**config.mk**
```make
export PLATFORM = sky130hd
export DESIGN_NAME = fetch_stall_ctrl
export DESIGN_NICKNAME = d
export VERILOG_FILES = /design/src/rtl/fsc_pkg.sv /design/src/rtl/fsc_tracker.sv /design/src/rtl/fsc_pc_reg.sv /design/src/rtl/fsc_perf.sv /design/src/rtl/fetch_stall_ctrl.sv
export SDC_FILE = /design/constraint.sdc
export NUM_CORES = 1
export LEC_CHECK = 0
export ABC_AREA = 1
export BUFFER_PORTS_ARGS = -buffer_cell sky130_fd_sc_hd__buf_2
export CAP_MARGIN = 20
export CORE_MARGIN = 1.5
export CORE_UTILIZATION = 40
export DETAILED_ROUTE_END_ITERATION = 10
export GPL_TIMING_DRIVEN = 0
export PLACE_DENSITY = 0.75
export REMOVE_ABC_BUFFERS = 1
export SYNTH_ARGS = -nofsm -noshare
export SYNTH_HDL_FRONTEND = slang
export SYNTH_SLANG_ARGS = --single-unit
export TNS_END_PERCENT = 100
```
**constraint.sdc**
```tcl
create_clock -name clk -period 1.4 [get_ports clk]
set_input_delay 0.14 -clock clk [delete_from_list [all_inputs] [get_ports clk]]
set_output_delay 0.14 -clock clk [all_outputs]
set_load 0.005 [all_outputs]
```
**src/rtl/fsc_pkg.sv**
```systemverilog
package fsc_pkg;
  typedef enum logic [1:0] {
    ST_RUN   = 2'd0,
    ST_STALL = 2'd1,
    ST_REDIR = 2'd2
  } fsc_state_e;

  localparam logic [1:0] BK_NONE = 2'b00;
  localparam logic [1:0] BK_COND = 2'b01;
  localparam logic [1:0] BK_JUMP = 2'b10;
  localparam logic [1:0] BK_IND  = 2'b11;
endpackage

```
**src/rtl/fsc_tracker.sv**
```systemverilog
module fsc_tracker #(
  parameter int TAG_W   = 4,
  parameter int PC_W    = 32,
  parameter int MIN_LAT = 4
) (
  input  logic             clk,
  input  logic             rst_n,
  input  logic             mp_start,
  input  logic [TAG_W-1:0] br_tag,
  input  logic             res_valid,
  input  logic [TAG_W-1:0] res_tag,
  input  logic [PC_W-1:0]  res_pc,
  output logic             run,
  output logic             waiting,
  output logic             redir_load,
  output logic [PC_W-1:0]  redir_pc,
  output logic [TAG_W-1:0] held_tag
);
  import fsc_pkg::*;

  localparam int AGE_W = $clog2(MIN_LAT + 1);
  localparam logic [AGE_W-1:0] AGE_MAX = AGE_W'(MIN_LAT);

  fsc_state_e       state_q, state_d;
  logic [TAG_W-1:0] tag_q;
  logic [PC_W-1:0]  rpc_q;
  logic [AGE_W-1:0] age_q, age_d;
  logic             tag_en, rpc_en, age_en;
  logic             match;

  assign match = res_valid && (res_tag == tag_q);

  always_comb begin
    state_d = state_q;
    tag_en  = 1'b0;
    rpc_en  = 1'b0;
    age_en  = 1'b0;
    age_d   = age_q;
    unique case (state_q)
      ST_RUN: begin
        if (mp_start) begin
          state_d = ST_STALL;
          tag_en  = 1'b1;
          age_en  = 1'b1;
          age_d   = AGE_W'(1);
        end
      end
      ST_STALL: begin
        if (age_q != AGE_MAX) begin
          age_en = 1'b1;
          age_d  = age_q + AGE_W'(1);
        end
        if (match) begin
          state_d = ST_REDIR;
          rpc_en  = 1'b1;
        end
      end
      ST_REDIR: state_d = ST_RUN;
      default:  state_d = ST_RUN;
    endcase
  end

  always_ff @(posedge clk or negedge rst_n) begin
    if (!rst_n) begin
      state_q <= ST_RUN;
      tag_q   <= '0;
      rpc_q   <= '0;
      age_q   <= '0;
    end else begin
      state_q <= state_d;
      if (tag_en) tag_q <= br_tag;
      if (rpc_en) rpc_q <= res_pc;
      if (age_en) age_q <= age_d;
    end
  end

  assign run        = (state_q == ST_RUN);
  assign waiting    = (state_q == ST_STALL);
  assign redir_load = (state_q == ST_REDIR);
  assign redir_pc   = rpc_q;
  assign held_tag   = tag_q;


  min_lat_chk: assert property (@(posedge clk) disable iff (!rst_n)
    (waiting && match) |-> (age_q >= AGE_MAX));


  redir_once_chk: assert property (@(posedge clk) disable iff (!rst_n)
    redir_load |=> run);
endmodule

```
**src/rtl/fsc_pc_reg.sv**
```systemverilog
module fsc_pc_reg #(
  parameter int               PC_W       = 32,
  parameter int               INST_BYTES = 4,
  parameter logic [PC_W-1:0]  RESET_PC   = '0
) (
  input  logic            clk,
  input  logic            rst_n,
  input  logic            advance,
  input  logic            pred_taken,
  input  logic [PC_W-1:0] pred_target,
  input  logic            redir_load,
  input  logic [PC_W-1:0] redir_pc,
  output logic [PC_W-1:0] pc
);
  localparam logic [PC_W-1:0] STEP = PC_W'(INST_BYTES);

  logic [PC_W-1:0] pc_q, pc_d, seq_pc;
  logic            pc_en;

  assign seq_pc = pc_q + STEP;

  always_comb begin
    pc_en = redir_load || advance;
    if (redir_load)      pc_d = redir_pc;
    else if (pred_taken) pc_d = pred_target;
    else                 pc_d = seq_pc;
  end

  always_ff @(posedge clk or negedge rst_n) begin
    if (!rst_n)     pc_q <= RESET_PC;
    else if (pc_en) pc_q <= pc_d;
  end

  assign pc = pc_q;


  pc_idle_chk: assert property (@(posedge clk) disable iff (!rst_n)
    (!advance && !redir_load) |=> (pc == $past(pc)));
endmodule

```
**src/rtl/fsc_perf.sv**
```systemverilog
module fsc_perf #(
  parameter int CNT_W = 32
) (
  input  logic             clk,
  input  logic             rst_n,
  input  logic             stalled,
  output logic [CNT_W-1:0] cycles,
  output logic [CNT_W-1:0] stalls
);
  localparam int NCNT = 2;

  logic [NCNT-1:0]            inc;
  logic [NCNT-1:0][CNT_W-1:0] cnt_q;

  assign inc = {stalled, 1'b1};

  for (genvar g = 0; g < NCNT; g++) begin : g_cnt
    logic [CNT_W-1:0] cnt_d;
    assign cnt_d = cnt_q[g] + CNT_W'(1);
    always_ff @(posedge clk or negedge rst_n) begin
      if (!rst_n)      cnt_q[g] <= '0;
      else if (inc[g]) cnt_q[g] <= cnt_d;
    end
  end

  assign cycles = cnt_q[0];
  assign stalls = cnt_q[1];


  cyc_step_chk: assert property (@(posedge clk) disable iff (!rst_n)
    1'b1 |=> (cycles == CNT_W'($past(cycles) + CNT_W'(1))));
endmodule

```
**src/rtl/fetch_stall_ctrl.sv**
```systemverilog
module fetch_stall_ctrl #(
  parameter int              PC_W       = 32,
  parameter int              TAG_W      = 4,
  parameter int              CNT_W      = 32,
  parameter int              INST_BYTES = 4,
  parameter int              FE_DEPTH   = 2,
  parameter int              ID_DEPTH   = 2,
  parameter logic [PC_W-1:0] RESET_PC   = PC_W'(32'h0000_0100)
) (
  input  logic             clk,
  input  logic             rst_n,
  input  logic             fe_valid,
  input  logic [1:0]       fe_br_kind,
  input  logic             fe_mispred,
  input  logic [TAG_W-1:0] fe_br_tag,
  input  logic             fe_pred_taken,
  input  logic [PC_W-1:0]  fe_pred_target,
  input  logic             ex_res_valid,
  input  logic [TAG_W-1:0] ex_res_tag,
  input  logic [PC_W-1:0]  ex_res_pc,
  output logic             fetch_en,
  output logic [PC_W-1:0]  fetch_pc,
  output logic [CNT_W-1:0] cycle_count,
  output logic [CNT_W-1:0] stall_count
);
  import fsc_pkg::*;

  localparam int MIN_LAT = FE_DEPTH + ID_DEPTH;

  logic             fire, mp_start, advance;
  logic             run, waiting, redir_load;
  logic [PC_W-1:0]  redir_pc;
  logic [TAG_W-1:0] held_tag;

  assign fire     = fe_valid && run;
  assign mp_start = fire && (fe_br_kind == BK_COND) && fe_mispred;
  assign advance  = fire && !mp_start;
  assign fetch_en = run;

  fsc_tracker #(.TAG_W(TAG_W), .PC_W(PC_W), .MIN_LAT(MIN_LAT)) u_trk (
    .clk        (clk),
    .rst_n      (rst_n),
    .mp_start   (mp_start),
    .br_tag     (fe_br_tag),
    .res_valid  (ex_res_valid),
    .res_tag    (ex_res_tag),
    .res_pc     (ex_res_pc),
    .run        (run),
    .waiting    (waiting),
    .redir_load (redir_load),
    .redir_pc   (redir_pc),
    .held_tag   (held_tag)
  );

  fsc_pc_reg #(.PC_W(PC_W), .INST_BYTES(INST_BYTES), .RESET_PC(RESET_PC)) u_pc (
    .clk         (clk),
    .rst_n       (rst_n),
    .advance     (advance),
    .pred_taken  (fe_pred_taken),
    .pred_target (fe_pred_target),
    .redir_load  (redir_load),
    .redir_pc    (redir_pc),
    .pc          (fetch_pc)
  );

  fsc_perf #(.CNT_W(CNT_W)) u_perf (
    .clk     (clk),
    .rst_n   (rst_n),
    .stalled (!run),
    .cycles  (cycle_count),
    .stalls  (stall_count)
  );


  seq_adv_chk: assert property (@(posedge clk) disable iff (!rst_n)
    (fire && !mp_start && !fe_pred_taken) |=>
      (fetch_pc == PC_W'($past(fetch_pc) + PC_W'(INST_BYTES))));


  mp_freeze_chk: assert property (@(posedge clk) disable iff (!rst_n)
    mp_start |=> (!fetch_en && (fetch_pc == $past(fetch_pc))));


  other_kind_chk: assert property (@(posedge clk) disable iff (!rst_n)
    (fire && (fe_br_kind != BK_COND)) |=> fetch_en);


  stall_hold_chk: assert property (@(posedge clk) disable iff (!rst_n)
    (waiting && !(ex_res_valid && (ex_res_tag == held_tag))) |=>
      (!fetch_en && $stable(fetch_pc)));


  redir_pc_chk: assert property (@(posedge clk) disable iff (!rst_n)
    redir_load |=> (fetch_en && (fetch_pc == $past(redir_pc))));


  stall_cnt_chk: assert property (@(posedge clk) disable iff (!rst_n)
    !fetch_en |=> (stall_count == CNT_W'($past(stall_count) + CNT_W'(1))));


  stall_hold_cnt_chk: assert property (@(posedge clk) disable iff (!rst_n)
    fetch_en |=> $stable(stall_count));
endmodule

```
==> flow_metrics.env <==
export IMPL_status="finished, violations left"
export IMPL_violations="negative setup slack"
export IMPL_rsz0062_at_grt="yes"
export IMPL_finalPower_mw=17.1
export IMPL_portBuffers=176
export IMPL_clk_latency_ps=430
export IMPL_slew_viol_final=0
export IMPL_cts_buffer_depth=2
export IMPL_min_from="fe_pred_target[4]"
export IMPL_path_common_cell="nand2_4"
export IMPL_path_max_fanout=5
export IMPL_max_freq_mhz=592
export IMPL_p_per_area_nw_per_um2=1410
export IMPL_leakage_nw=6.09
export IMPL_setup_ws_ps=-288
export IMPL_synth_seq_cells=134
export IMPL_drt_first_iter_violations=468
export IMPL_track_usage_pct=26.4
export IMPL_slew_headroom_pct=57.2
export IMPL_cts_buffers=17
export IMPL_ioPinCount=177
export IMPL_antenna_found_initial=1
export IMPL_arrival_ps=2030
export IMPL_avgViaCountPerCell=5.17
export IMPL_fin_nets=1461
export IMPL_seq_area_frac_synth_pct=43.5
export IMPL_antenna_left=0
export IMPL_wl_met3_um=2050
export IMPL_dr_max_layer_used="met5"
export IMPL_grt_pass1_wl_um=41100
export IMPL_synth_most_common_cell="nand2_1"
export IMPL_fin_crit_sh_pct=121
export IMPL_worst_path_buf_inv=1
export IMPL_worstMarginPinSlew_ps=641
export IMPL_drive_gt1_share_pct=42.9
export IMPL_synth_avg_cell_area_um2=7.31
export IMPL_path_clk_slew_ps=60
export IMPL_fp_dieW_um=142
export IMPL_yosys_cell_types_count=46
export IMPL_grt_overflow_total=0
export IMPL_synth_warnings=0
export IMPL_holdPathStages=3
export IMPL_path_delay_family="flip-flops"
export IMPL_critPathLaunchType="register"
export IMPL_synthCells=1055
export IMPL_crit_slowest_cell="dfstp_2"
export IMPL_critPathKind="register to register"
export IMPL_final_setup_skew_ps=13.0
export IMPL_hpwl_um=15000
export IMPL_htreeDepth=4
export IMPL_regToRegEndpoint="u_pc.pc[12]"
export IMPL_dpl_cell_area_um2=8790
export IMPL_numClockSinks=134
export IMPL_synth_edff_count=0
export IMPL_cts_tree="built"
export IMPL_async_reset_ff_share_pct=100
export IMPL_cpPeakStageDelay_ps=620
export IMPL_finalCoreUtilization_pct=64.7
export IMPL_wl_met1_um=10400
export IMPL_crit_path_end_kind="register"
export IMPL_min_to="u_pc.pc[4]"
export IMPL_hold_viol=0
export IMPL_critPathRequiredTime_ps=1750
export IMPL_maxCapViolCount=0
export IMPL_dieArea_um2=20100
export IMPL_die_h_um=142
export IMPL_synth_area_um2=7710
export IMPL_fin_area_um2=12200
export IMPL_drc=0
export IMPL_met2_wirelength_um=14500
export IMPL_min_path_type="primary input to register"
export IMPL_core_area_um2=18800
export IMPL_first_global_vias=8030
export IMPL_setup_viol=100
export IMPL_reg2reg_slack_ps=-290
export IMPL_fin_crit_ps=1690
export IMPL_rows=50
export IMPL_drt_pass1_iter_count=5
export IMPL_r2r_cells=9
export IMPL_drt_total_wl_um=28200
export IMPL_ys_top_cells_by_count="nand2_1, nor2_1, dfrtp_1, inv_1, nand3_1"
export IMPL_timing_rr_start="u_pc.pc[8]"
export IMPL_ir_worst_vdd_v=0.000892
export IMPL_synth_top_cell_area_share_pct=43.2
export IMPL_start_util_pct=40.9
export IMPL_grt_max_degree=70
export IMPL_num_vias=8534
export IMPL_cts_root_buf="clkbuf_16"
export IMPL_gp_congestion=0.893
export IMPL_yosys_top_cells_area="dfrtp_1, nand2_1, nor2_1, xor2_1, nand3_1"
export IMPL_crit_chain="nand2_4 > nor2_4 > nand2_4 > buf_4 > o21ai_0 > nand3_1 > nand2_1 > nand2_2 > o21ai_2"
export IMPL_syn2layout_area_growth_pct=57.9
export IMPL_synth_ff_type="dfrtp_1"
export IMPL_synth_largest_area_cell="dfrtp_1"
export IMPL_wire_per_inst_um=17.1
export IMPL_diodes=0
==> kinds of logic after synthesis <==
group / Yosys count / share of synthesized area, %
simple gates: 699 / 38.6
xor+xnor: 58 / 6.59
flops: 134 / 43.5
buf+inv: 102 / 6.35
compound gates: 59 / 4.51
fa+ha+maj: 3 / 0.487
==> power by group <==
part	internal, mW	switching, mW	total, mW
combinational	3.14	3.41	6.55
sequential	4.89	1.20	6.08
clock	2.64	1.87	4.51
total	10.7	6.48	17.1
==> how the worst max path moves through the flow <==
stage                               endpoint              start  slack (ps)  cells past startpoint
after global placement     u_trk.redir_pc[6]  u_trk.held_tag[2]       -1940                      7
final                            u_pc.pc[12]         u_pc.pc[8]        -290                      9
after CTS                        u_pc.pc[17]   u_trk.state_q[1]        -270                     11
after floorplan            u_trk.redir_pc[0]  u_trk.held_tag[2]        -700                      7
after detailed placement  u_trk.redir_pc[19]  u_trk.held_tag[2]       -1310                      7
after global routing             u_pc.pc[12]         u_pc.pc[2]        -430                     10
==> area by class of cell <==
| cell class | count | area, um2 |
|---|---|---|
| repair inverters | 5 | 86.3 |
| clock buffers | 18 | 429 |
| flip-flops and latches | 134 | 3380 |
| clock inverters | 14 | 153 |
| repair buffers | 323 | 2450 |
| multi-input cells | 823 | 4990 |
| well taps | 260 | 325 |
| inverters | 74 | 357 |
| fillers | 1470 | 6650 |
==> layout by cell type (no fill, tap or decap), drive strengths merged, types with 10 or more instances in the layout <==
master       Yosys  layout
xor2            37      37
clkbuf          13      19
nand2          421     422
dfrtp          133     133
clkinv           0      10
nand4           15      15
buf             14     285
o21ai           24      24
nand3           65      66
xnor2           21      21
a21oi           23      24
dlygate4sd3      0      37
nor3            31      31
nor2           155     156
inv             73      74
==> metrics by stage <==
step                      hold slack [ps]  setup TNS [ps]  setup WS [ps]  std cells
final                                40.6          -15990           -288       1651
after global routing                 53.3          -24070           -434       1651
after CTS                            19.6          -16160           -273       1605
after detailed placement              184          -74100          -1310       1465
after global placement                335         -329860          -1940       1463
after floorplan                      -156          -41540           -701       1027
==> per-layer routing <==
metal	vias to the layer above	track usage (%)
li1	3991	-
met1	4047	30.3
met2	392	46.2
met3	102	6.41
met4	2	12.3
met5	-	0
==> worst min-delay path: stages <==
cell and delay [ps]:
buf_2 100, a211oi_2 70, o21ai_2 120
==> what timing repair did <==
| item | in CTS | in global routing |
|---|---|---|
| hold buffers | 37 | 0 |
| resized for setup | 154 | 225 |
| setup endpoints to repair | 110 | 117 |
| buffers inserted | 61 | 48 |
| pin swaps | 37 | 90 |
| gates cloned | 10 | 3 |
| hold endpoints to repair | 100 | 0 |
==> registers in the layout (all words and copies together) (netlist names) <==
name,flops
u_pc.pc,32
u_perf.cycles,32
u_trk.state_q,2
u_perf.stalls,32
u_trk.held_tag,4
u_trk.redir_pc,32
No activity file was read; power rests on OpenSTA's default activity.
